[src/rtl/lrq_pkg.sv]
package lrq_pkg;
  localparam int XLEN = 32;

  typedef enum logic [2:0] {
    LK_SBYTE = 3'b000,
    LK_SHALF = 3'b001,
    LK_WORD  = 3'b010,
    LK_UBYTE = 3'b100,
    LK_UHALF = 3'b101
  } ld_kind_e;
endpackage

[src/rtl/lrq_ptrs.sv]
module lrq_ptrs #(
  parameter int DEPTH = 4,
  parameter int EPW   = 2,
  localparam int IDXW = $clog2(DEPTH),
  localparam int CNTW = IDXW + 1
) (
  input  logic            clk,
  input  logic            rst_n,
  input  logic            flush,
  input  logic            push,
  input  logic            pop,
  output logic [IDXW-1:0] head,
  output logic [IDXW-1:0] tail,
  output logic [EPW-1:0]  epoch,
  output logic            full,
  output logic            empty
);
  logic [IDXW-1:0] head_q, head_d, tail_q, tail_d;
  logic [CNTW-1:0] cnt_q, cnt_d;
  logic [EPW-1:0]  ep_q, ep_d;

  always_comb begin
    head_d = head_q;
    tail_d = tail_q;
    cnt_d  = cnt_q;
    ep_d   = ep_q;
    if (flush) begin
      head_d = '0;
      tail_d = '0;
      cnt_d  = '0;
      ep_d   = ep_q + EPW'(1);
    end else begin
      if (push) tail_d = tail_q + IDXW'(1);
      if (pop)  head_d = head_q + IDXW'(1);
      cnt_d = cnt_q + CNTW'(push) - CNTW'(pop);
    end
  end

  always_ff @(posedge clk or negedge rst_n) begin
    if (!rst_n) begin
      head_q <= '0;
      tail_q <= '0;
      cnt_q  <= '0;
      ep_q   <= '0;
    end else begin
      head_q <= head_d;
      tail_q <= tail_d;
      cnt_q  <= cnt_d;
      ep_q   <= ep_d;
    end
  end

  assign head  = head_q;
  assign tail  = tail_q;
  assign epoch = ep_q;
  assign full  = (cnt_q == CNTW'(DEPTH));
  assign empty = (cnt_q == '0);


  no_push_full_chk: assert property (@(posedge clk) disable iff (!rst_n)
    full |-> !push);


  cnt_bound_chk: assert property (@(posedge clk) disable iff (!rst_n)
    cnt_q <= CNTW'(DEPTH));


  head_step_chk: assert property (@(posedge clk) disable iff (!rst_n)
    (pop && !flush) |=> (head_q == $past(head_q) + IDXW'(1)));


  flush_empty_chk: assert property (@(posedge clk) disable iff (!rst_n)
    flush |=> (empty && head_q == '0 && tail_q == '0));
endmodule

[src/rtl/lrq_store.sv]
module lrq_store
  import lrq_pkg::*;
#(
  parameter int DEPTH = 4,
  localparam int IDXW = $clog2(DEPTH)
) (
  input  logic            clk,
  input  logic            rst_n,
  input  logic            flush,
  input  logic            alloc,
  input  logic [IDXW-1:0] alloc_idx,
  input  logic [1:0]      alloc_off,
  input  ld_kind_e        alloc_kind,
  input  logic            wr_valid,
  input  logic [IDXW-1:0] wr_idx,
  input  logic [XLEN-1:0] wr_data,
  input  logic            free,
  input  logic [IDXW-1:0] rd_idx,
  output logic            rd_busy,
  output logic            rd_done,
  output logic [1:0]      rd_off,
  output ld_kind_e        rd_kind,
  output logic [XLEN-1:0] rd_data
);
  logic            busy_q [DEPTH];
  logic            done_q [DEPTH];
  logic [1:0]      off_q  [DEPTH];
  ld_kind_e        kind_q [DEPTH];
  logic [XLEN-1:0] data_q [DEPTH];
  logic            wr_acc;

  assign wr_acc = wr_valid && busy_q[wr_idx] && !done_q[wr_idx];

  for (genvar gi = 0; gi < DEPTH; gi++) begin : g_ent
    logic set_alloc, set_wr, clr;
    logic busy_d, done_d;

    always_comb begin
      set_alloc = alloc && (alloc_idx == IDXW'(gi));
      set_wr    = wr_acc && (wr_idx == IDXW'(gi));
      clr       = flush || (free && rd_idx == IDXW'(gi));
      busy_d    = busy_q[gi];
      done_d    = done_q[gi];
      if (clr) begin
        busy_d = 1'b0;
        done_d = 1'b0;
      end else if (set_alloc) begin
        busy_d = 1'b1;
        done_d = 1'b0;
      end else if (set_wr) begin
        done_d = 1'b1;
      end
    end

    always_ff @(posedge clk or negedge rst_n) begin
      if (!rst_n) begin
        busy_q[gi] <= 1'b0;
        done_q[gi] <= 1'b0;
      end else begin
        busy_q[gi] <= busy_d;
        done_q[gi] <= done_d;
      end
    end

    always_ff @(posedge clk) begin
      if (set_alloc) begin
        off_q[gi]  <= alloc_off;
        kind_q[gi] <= alloc_kind;
      end
    end

    always_ff @(posedge clk) begin
      if (set_wr) data_q[gi] <= wr_data;
    end


    data_hold_chk: assert property (@(posedge clk) disable iff (!rst_n)
      (done_q[gi] && !clr) |=> $stable(data_q[gi]));


    done_busy_chk: assert property (@(posedge clk) disable iff (!rst_n)
      done_q[gi] |-> busy_q[gi]);
  end

  assign rd_busy = busy_q[rd_idx];
  assign rd_done = done_q[rd_idx];
  assign rd_off  = off_q[rd_idx];
  assign rd_kind = kind_q[rd_idx];
  assign rd_data = data_q[rd_idx];
endmodule

[src/rtl/lrq_extend.sv]
module lrq_extend
  import lrq_pkg::*;
(
  input  logic [XLEN-1:0] raw,
  input  logic [1:0]      off,
  input  ld_kind_e        kind,
  output logic [XLEN-1:0] val
);
  logic [XLEN-1:0] lane;

  always_comb begin
    lane = raw >> {off, 3'b000};
    unique case (kind)
      LK_SBYTE: val = {{(XLEN-8){lane[7]}}, lane[7:0]};
      LK_UBYTE: val = {{(XLEN-8){1'b0}}, lane[7:0]};
      LK_SHALF: val = {{(XLEN-16){lane[15]}}, lane[15:0]};
      LK_UHALF: val = {{(XLEN-16){1'b0}}, lane[15:0]};
      default:  val = raw;
    endcase
  end
endmodule

[src/rtl/ld_retire_q.sv]
module ld_retire_q
  import lrq_pkg::*;
#(
  parameter int DEPTH = 4,
  parameter int EPW   = 2,
  localparam int IDXW = $clog2(DEPTH),
  localparam int TAGW = EPW + IDXW
) (
  input  logic            clk,
  input  logic            rst_n,
  input  logic            flush,
  input  logic            iss_valid,
  input  logic [31:0]     iss_addr,
  input  logic [2:0]      iss_kind,
  output logic            iss_full,
  output logic            mreq_valid,
  output logic [29:0]     mreq_waddr,
  output logic [TAGW-1:0] mreq_tag,
  input  logic            mrsp_valid,
  input  logic [TAGW-1:0] mrsp_tag,
  input  logic [31:0]     mrsp_data,
  output logic            ret_valid,
  output logic [31:0]     ret_data
);
  logic            push, pop, full, empty;
  logic [IDXW-1:0] head, tail;
  logic [EPW-1:0]  epoch;
  logic            rsp_live;
  logic            h_busy, h_done;
  logic [1:0]      h_off;
  ld_kind_e        h_kind;
  logic [31:0]     h_data;

  assign push     = iss_valid && !full && !flush;
  assign rsp_live = mrsp_valid && !flush && (mrsp_tag[TAGW-1:IDXW] == epoch);
  assign pop      = h_busy && h_done && !flush;

  lrq_ptrs #(.DEPTH(DEPTH), .EPW(EPW)) u_ptrs (
    .clk   (clk),
    .rst_n (rst_n),
    .flush (flush),
    .push  (push),
    .pop   (pop),
    .head  (head),
    .tail  (tail),
    .epoch (epoch),
    .full  (full),
    .empty (empty)
  );

  lrq_store #(.DEPTH(DEPTH)) u_store (
    .clk        (clk),
    .rst_n      (rst_n),
    .flush      (flush),
    .alloc      (push),
    .alloc_idx  (tail),
    .alloc_off  (iss_addr[1:0]),
    .alloc_kind (ld_kind_e'(iss_kind)),
    .wr_valid   (rsp_live),
    .wr_idx     (mrsp_tag[IDXW-1:0]),
    .wr_data    (mrsp_data),
    .free       (pop),
    .rd_idx     (head),
    .rd_busy    (h_busy),
    .rd_done    (h_done),
    .rd_off     (h_off),
    .rd_kind    (h_kind),
    .rd_data    (h_data)
  );

  lrq_extend u_ext (
    .raw  (h_data),
    .off  (h_off),
    .kind (h_kind),
    .val  (ret_data)
  );

  assign iss_full   = full;
  assign mreq_valid = push;
  assign mreq_waddr = iss_addr[31:2];
  assign mreq_tag   = {epoch, tail};
  assign ret_valid  = pop;


  full_blocks_chk: assert property (@(posedge clk) disable iff (!rst_n)
    iss_full |-> !mreq_valid);


  flush_blocks_chk: assert property (@(posedge clk) disable iff (!rst_n)
    flush |-> (!mreq_valid && !ret_valid));


  flush_quiet_chk: assert property (@(posedge clk) disable iff (!rst_n)
    flush |=> !ret_valid);


  empty_no_ret_chk: assert property (@(posedge clk) disable iff (!rst_n)
    empty |-> !ret_valid);
endmodule

[config.mk]
export PLATFORM = sky130hd
export DESIGN_NAME = ld_retire_q
export DESIGN_NICKNAME = d
export VERILOG_FILES = /design/src/rtl/lrq_pkg.sv /design/src/rtl/lrq_ptrs.sv /design/src/rtl/lrq_store.sv /design/src/rtl/lrq_extend.sv /design/src/rtl/ld_retire_q.sv
export SDC_FILE = /design/constraint.sdc
export NUM_CORES = 1
export LEC_CHECK = 0
export ABC_AREA = 1
export BUFFER_PORTS_ARGS = -buffer_cell sky130_fd_sc_hd__buf_2
export CORE_ASPECT_RATIO = 0.5
export CORE_MARGIN = 10
export CORE_UTILIZATION = 55
export DETAILED_ROUTE_END_ITERATION = 6
export GPL_TIMING_DRIVEN = 0
export PLACE_DENSITY = 0.86
export RECOVER_POWER = 25
export SLEW_MARGIN = 25
export SYNTH_ARGS = -nofsm -noshare
export SYNTH_HDL_FRONTEND = slang
export SYNTH_HIERARCHICAL = 1
export SYNTH_SLANG_ARGS = --single-unit
[constraint.sdc]
create_clock -name clk -period 5.2 [get_ports clk]
set_clock_uncertainty 0.15 [all_clocks]
set_input_delay 0.52 -clock clk [delete_from_list [all_inputs] [get_ports clk]]
set_output_delay 0.52 -clock clk [all_outputs]
set_load 0.03 [all_outputs]
# Yosys cells after proc, flatten, opt, wreduce, memory -nomap -nowiden
# Memories as Yosys holds them, arrays and structs flattened.
# Index checks and enable logic that the tools add are counted.
dict set report op_classes {
  n_addsub 5
  order_cmp 2
  eq_ne 14
  shift 1
  muxes 81
  bitwise 2
  reduce_logical 50
}
# op count
set op_table {}
lappend op_table {{one-hot mux 32 bit (4 select lines)} 1}
lappend op_table {{two-way mux 32 bit} 3}
lappend op_table {{OR reduction 32 bit} 3}
lappend op_table {{two-way mux 1 bit} 53}
lappend op_table {{two-way mux 2 bit} 16}
lappend op_table {{>> shifter 32 x 5 -> 16 bit} 1}
lappend op_table {{logical AND 1 bit} 20}
lappend op_table {{equality test 2 bit, second input constant} 6}
lappend op_table {{two-way mux 3 bit} 4}
lappend op_table {{nonzero test 2 bit} 6}
lappend op_table {{nonzero test 3 bit} 4}
lappend op_table {{equality test 3 bit, second input constant} 3}
lappend op_table {{OR reduction 3 bit} 3}
lappend op_table {{binary-select mux 1 bit (select 2 bit)} 4}
lappend op_table {{adder 2 x 1 -> 2 bit, second input constant} 3}
lappend op_table {{equality test 2 x 1 -> 1 bit, second input constant} 3}
lappend op_table {{>= comparator 3 bit, second input constant} 2}
lappend op_table {{zero test 2 bit} 3}
lappend op_table {{inverter 2 -> 3 bit} 2}
lappend op_table {{OR reduction 2 bit} 3}
lappend op_table {{logical OR 1 bit} 4}
lappend op_table {{adder 3 x 1 -> 3 bit} 1}
lappend op_table {{equality test 3 x 1 -> 1 bit, second input constant} 1}
lappend op_table {{zero test 1 bit} 3}
lappend op_table {{other kinds (3)} 3}
dict set report word_totals {
  regBits 17
  mem_bits_rw 148
  out_inout_bits 69
  wordCells 170
  memories 3
}
# memory words width rd rd_ports_with_merged_regs wr line
set mem_list {}
lappend mem_list {u_store.data_q 4 32 1 0 1 lrq_store.sv:29} ;# logic [XLEN-1:0] data_q [DEPTH];
lappend mem_list {u_store.kind_q 4 3 1 0 1 lrq_store.sv:28} ;# ld_kind_e kind_q [DEPTH];
lappend mem_list {u_store.off_q 4 2 1 0 1 lrq_store.sv:27} ;# logic [1:0] off_q [DEPTH];

# Longest topological paths before layout
dict set report depth {
  ltp_word 13
  mapped_depth 15
  mapped_depth_nobuf 14
}

# Hierarchy
# Netlist, hierarchy kept.
# module n_inst cells_per_inst area_per_inst_um2 seq_area_each_um2
set modules_own_cells {}
lappend modules_own_cells {lrq_store 1 404 5941.9 4644.5}
lappend modules_own_cells {lrq_extend 1 194 878.3 0.0}
lappend modules_own_cells {lrq_ptrs 1 45 437.9 225.2}
lappend modules_own_cells {ld_retire_q 1 45 287.8 0.0}

# Least setup slack after synthesis
# OpenSTA, ideal clock, no wires.
dict set report synth_timing {
  path_type {flip-flop to flip-flop}
  from {register u_ptrs.head_q[1], in the netlist u_ptrs/head[1]}
  to {register u_ptrs.cnt_q[2]}
  setup_ns 0.119
  arrival_ns 2.714
  t_required_ns 4.931
  path_slack_ns 2.217
  path_stages_with_launch 14
  n_path_buf 1
  synth_period_minus_slack_ns 2.983
  path_cell_list {dfrtp_1 -> nor2_1 -> buf_2 -> a22oi_1 -> o221ai_1 -> nand2_1 -> nor2_1 -> ha_1 -> inv_1 -> ha_1 -> inv_1 -> fa_1 -> a21oi_1 -> nor2_1}
}
dict set report synth_between {
  elab_chain_cells 8
  word_cells_on_any_way 11
  classes_between {add/sub (1); mux (7); bitwise (1); reduce/logical (2)}
}
# element line
set synth_rtl {}
lappend synth_rtl {{from (decl)} lrq_ptrs.sv:18} ;# logic [IDXW-1:0] head_q, head_d, tail_q, tail_d;
lappend synth_rtl {{from (signal assigned)} lrq_ptrs.sv:41} ;# head_q <= '0;
lappend synth_rtl {{from (signal assigned)} lrq_ptrs.sv:46} ;# head_q <= head_d;
lappend synth_rtl {{inverter 2 -> 3 bit (implied by the code)} lrq_store.sv:85} ;# assign rd_busy = busy_q[rd_idx];
lappend synth_rtl {{binary-select mux 1 bit (select 2 bit)} lrq_store.sv:85}
lappend synth_rtl {{two-way mux 1 bit (implied by the code) (2 in series)} lrq_store.sv:85}
lappend synth_rtl {{named net h_busy} ld_retire_q.sv:29} ;# logic h_busy, h_done;
lappend synth_rtl {{logical AND 1 bit (2 in series)} ld_retire_q.sv:36} ;# assign pop = h_busy && h_done && !flush;
lappend synth_rtl {{named net ret_valid} ld_retire_q.sv:22} ;# output logic ret_valid,
lappend synth_rtl {{subtractor 3 x 1 -> 3 bit} lrq_ptrs.sv:35} ;# cnt_d = cnt_q + CNTW'(push) - CNTW'(pop);
lappend synth_rtl {{two-way mux 3 bit} lrq_ptrs.sv:27} ;# if (flush) begin
lappend synth_rtl {{named net u_ptrs.cnt_d[2]} lrq_ptrs.sv:19} ;# logic [CNTW-1:0] cnt_q, cnt_d;
lappend synth_rtl {{to (signal assigned)} lrq_ptrs.sv:48} ;# cnt_q <= cnt_d;
lappend synth_rtl {{to (decl)} lrq_ptrs.sv:19}
# The timed path passes the listed nets, and every way through them passes these cells. The select of a mux whose other input is x is not followed.
# A chain may end at the register's enable or synchronous reset.

# Worst setup path in the final report
dict set report layout_timing {
  from {register u_ptrs.head_q[0], in the netlist u_ptrs/head[0]}
  to {output port ret_data[17]}
}
dict set report layout_between {
  elab_chain_cells 3
  word_cells_on_any_way 9
  classes_between {eq/ne (3); shift (1); mux (1); reduce/logical (1); memory (3)}
}
# element line
set layout_rtl {}
lappend layout_rtl {{memory (4 x 2 bit)} --}
lappend layout_rtl {{named net h_off[1]} ld_retire_q.sv:30} ;# logic [1:0] h_off;
lappend layout_rtl {{>> shifter 32 x 5 -> 16 bit} lrq_extend.sv:12} ;# lane = raw >> {off, 3'b000};
lappend layout_rtl {{one-hot mux 32 bit (4 select lines)} lrq_extend.sv:13} ;# unique case (kind)
lappend layout_rtl {{to (decl)} ld_retire_q.sv:23} ;# output logic [31:0] ret_data
# The timed path passes the listed nets, and every way through them passes these cells.

==> results.json <==
{
  "min_path_type": "input pin to flip-flop",
  "grt_max_degree": 33,
  "h-tree-depth": 4,
  "setup_tns_ns": 0,
  "crit_end": "ret_data[17]",
  "vias": 5955,
  "die_area_um2": 19100,
  "avgSynthCellArea_um2": 11.0,
  "postCtsHoldBufs": 1,
  "final_cells": 1012,
  "cts-root-buf": "clkbuf_16",
  "worst_pin_slew_ns": 0.990,
  "cts.repair.resized": 0,
  "place_ws_ns": 1.90,
  "wl_um": 21100,
  "nets": 902,
  "power_mw": 2.98,
  "critPathArrivalTime_ns": 3.22,
  "drc": 0,
  "die-height_um": 103,
  "max_freq_mhz": 257,
  "drive_gt1_share_pct": 24.5,
  "hpwl_um": 14500,
  "leakage_nw": 3.63,
  "fin_area_um2": 8950,
  "crit_required_ns": 4.53,
  "finalSetupViolCount": 0,
  "diodes": 0,
  "die_x_um": 186,
  "post_drt_wl_per_cell_um": 20.9,
  "multi_input_area_um2": 2050,
  "cts_setup_buffers": 0,
  "syn_inst": 687,
  "cts.sinks": 165,
  "grtUsageTotal_pct": 21.8,
  "core_region_area_um2": 13500,
  "cts_tree": "done",
  "ff_latch_area_um2": 4870,
  "hold_violations": 0,
  "synth_fp_nets": 766,
  "reg2reg_depth": 14,
  "slew_violations": 0,
  "path_clk_slew_ns": 0.07,
  "cp-start-kind": "flip-flop",
  "initial_core_util_pct": 56.0,
  "dr.pass1.iters": 5,
  "port_buffers": 114,
  "syn_to_final_growth_pct": 18.6,
  "ios": 145,
  "gp_congestion": 0.950,
  "insertion_delay_ns": 0.43,
  "placed_cells": 979,
  "avgViaCountPerCell": 5.88,
  "cp-end-kind": "output pin",
  "netlist_area_um2": 7540,
  "critical_path_class": "flip-flop to output pin",
  "cp-startpoint": "u_ptrs/head[0]",
  "final_min_period_over_clock_period_pct": 74.9,
  "grt_pass1_vias": 5964,
  "status": "completed",
  "drv_cap": 0,
  "ant_nets": 0,
  "worst_slack_ns": 1.31,
  "r2r_end": "u_ptrs/cnt_q[2]",
  "fillers": 1001,
  "clk_path_buf_depth": 2,
  "core.rowCount": 30,
  "reg2reg_from": "u_ptrs/head[1]",
  "ir_drop_mv": 0.210,
  "crit_path_max_fanout": 10,
  "cts_made_buffers": 17,
  "antenna_found_initial": 0,
  "power-per-cell-area_nw_per_um2": 333,
  "finalCriticalPeriod_ns": 3.89,
  "yosysWarnings": 6,
  "drt_iter0_markers": 637,
  "rsz0062_at_grt": "false",
  "place_area_um2": 8380,
  "grt_pass1_wl_um": 31800,
  "slew-limit-headroom_pct": 33.5,
  "overflow": 0,
  "ff2ff_setup_slack_ns": 2.02
}
==> cells in the final DEF, fill, tap and decap left out, types with 2 or more instances in the layout <==
cell       instances
a22oi_1           38
edfxtp_1         148
inv_6              2
o21ai_1            4
dfrtp_1           17
o221ai_1           2
nand3_1          153
nor3_1             2
or2_1              2
buf_2            109
o21ai_0           22
inv_1             46
inv_2              7
clkbuf_1          34
nor2_2             3
xor2_1             3
nand2_2            4
nor2_1            26
a21oi_1            8
buf_12             2
inv_4              3
nor3_2             4
clkbuf_16         19
nand2_1          119
ha_1               2
nand3_2            2
buf_6              2
clkinv_4           5
buf_4             37
==> flip-flops by register name, indices dropped and copies added (netlist names) <==
name,flops
u_ptrs/epoch,2
u_store/off_q,8
u_store/data_q,128
u_ptrs/head,2
u_store/kind_q,12
u_ptrs/tail,2
u_ptrs/cnt_q,3
u_store/done_q,4
u_store/busy_q,4
==> how the worst min path moves through the flow <==
stage	slack, ns	endpoint	cells after the start	start
after floorplan	0.07	u_ptrs/cnt_q[0]	0	rst_n
after CTS	0.14	u_store/off_q[3][1]	1	iss_addr[1]
after global routing	0.17	u_store/data_q[0][10]	1	mrsp_data[10]
final	0.17	u_store/data_q[1][7]	1	mrsp_data[7]
after detailed placement	0.32	u_store/done_q[3]	1	rst_n
after global placement	0.32	u_store/done_q[3]	1	rst_n
==> per-stage QoR <==
stage / util (%) / hold WS (ns)
2_1_floorplan: - / 0.0744
6_report: 66.4 / 0.173
4_1_cts: 66.6 / 0.143
5_1_grt: 66.4 / 0.174
3_3_place_gp: 61.8 / 0.318
3_5_place_dp: 62.2 / 0.318
==> power by group <==
part	total [mW]	switching [mW]	internal [mW]	leakage, nW
combinational	0.279	0.187	0.0916	1.78
sequential	1.48	0.0178	1.46	1.56
clock	1.22	0.529	0.692	0.288
total	2.98	0.734	2.24	3.63
==> critical path: stages, from the launching register on <==
cell and delay, ns:
dfrtp_1 0.44, inv_1 0.12, buf_2 0.27, buf_2 0.31, nand3_1 0.10, nand3_1 0.18
inv_1 0.08, nor2_2 0.40, nand2_1 0.09, nand2_1 0.13, nand2_2 0.14, buf_6 0.19
nand3_1 0.10, buf_2 0.22
==> cell type report <==
type | count | share of cell area (%)
Tap cell | 176 | 2.46
Clock buffer | 22 | 5.55
Inverter | 54 | 2.29
Clock inverter | 10 | 0.951
Multi-Input combinational cell | 402 | 23.0
Timing Repair Buffer | 117 | 6.56
Sequential cell | 165 | 54.4
Buffer | 66 | 4.80
==> routing by layer <==
metal | wire length (um) | track usage (%)
met3 | 2960 | 7.21
met4 | 465 | 7.57
met1 | 7820 | 26.1
met5 | 0 | 0
met2 | 9870 | 36.6
Note: power is estimated with default switching activity, not from simulation.
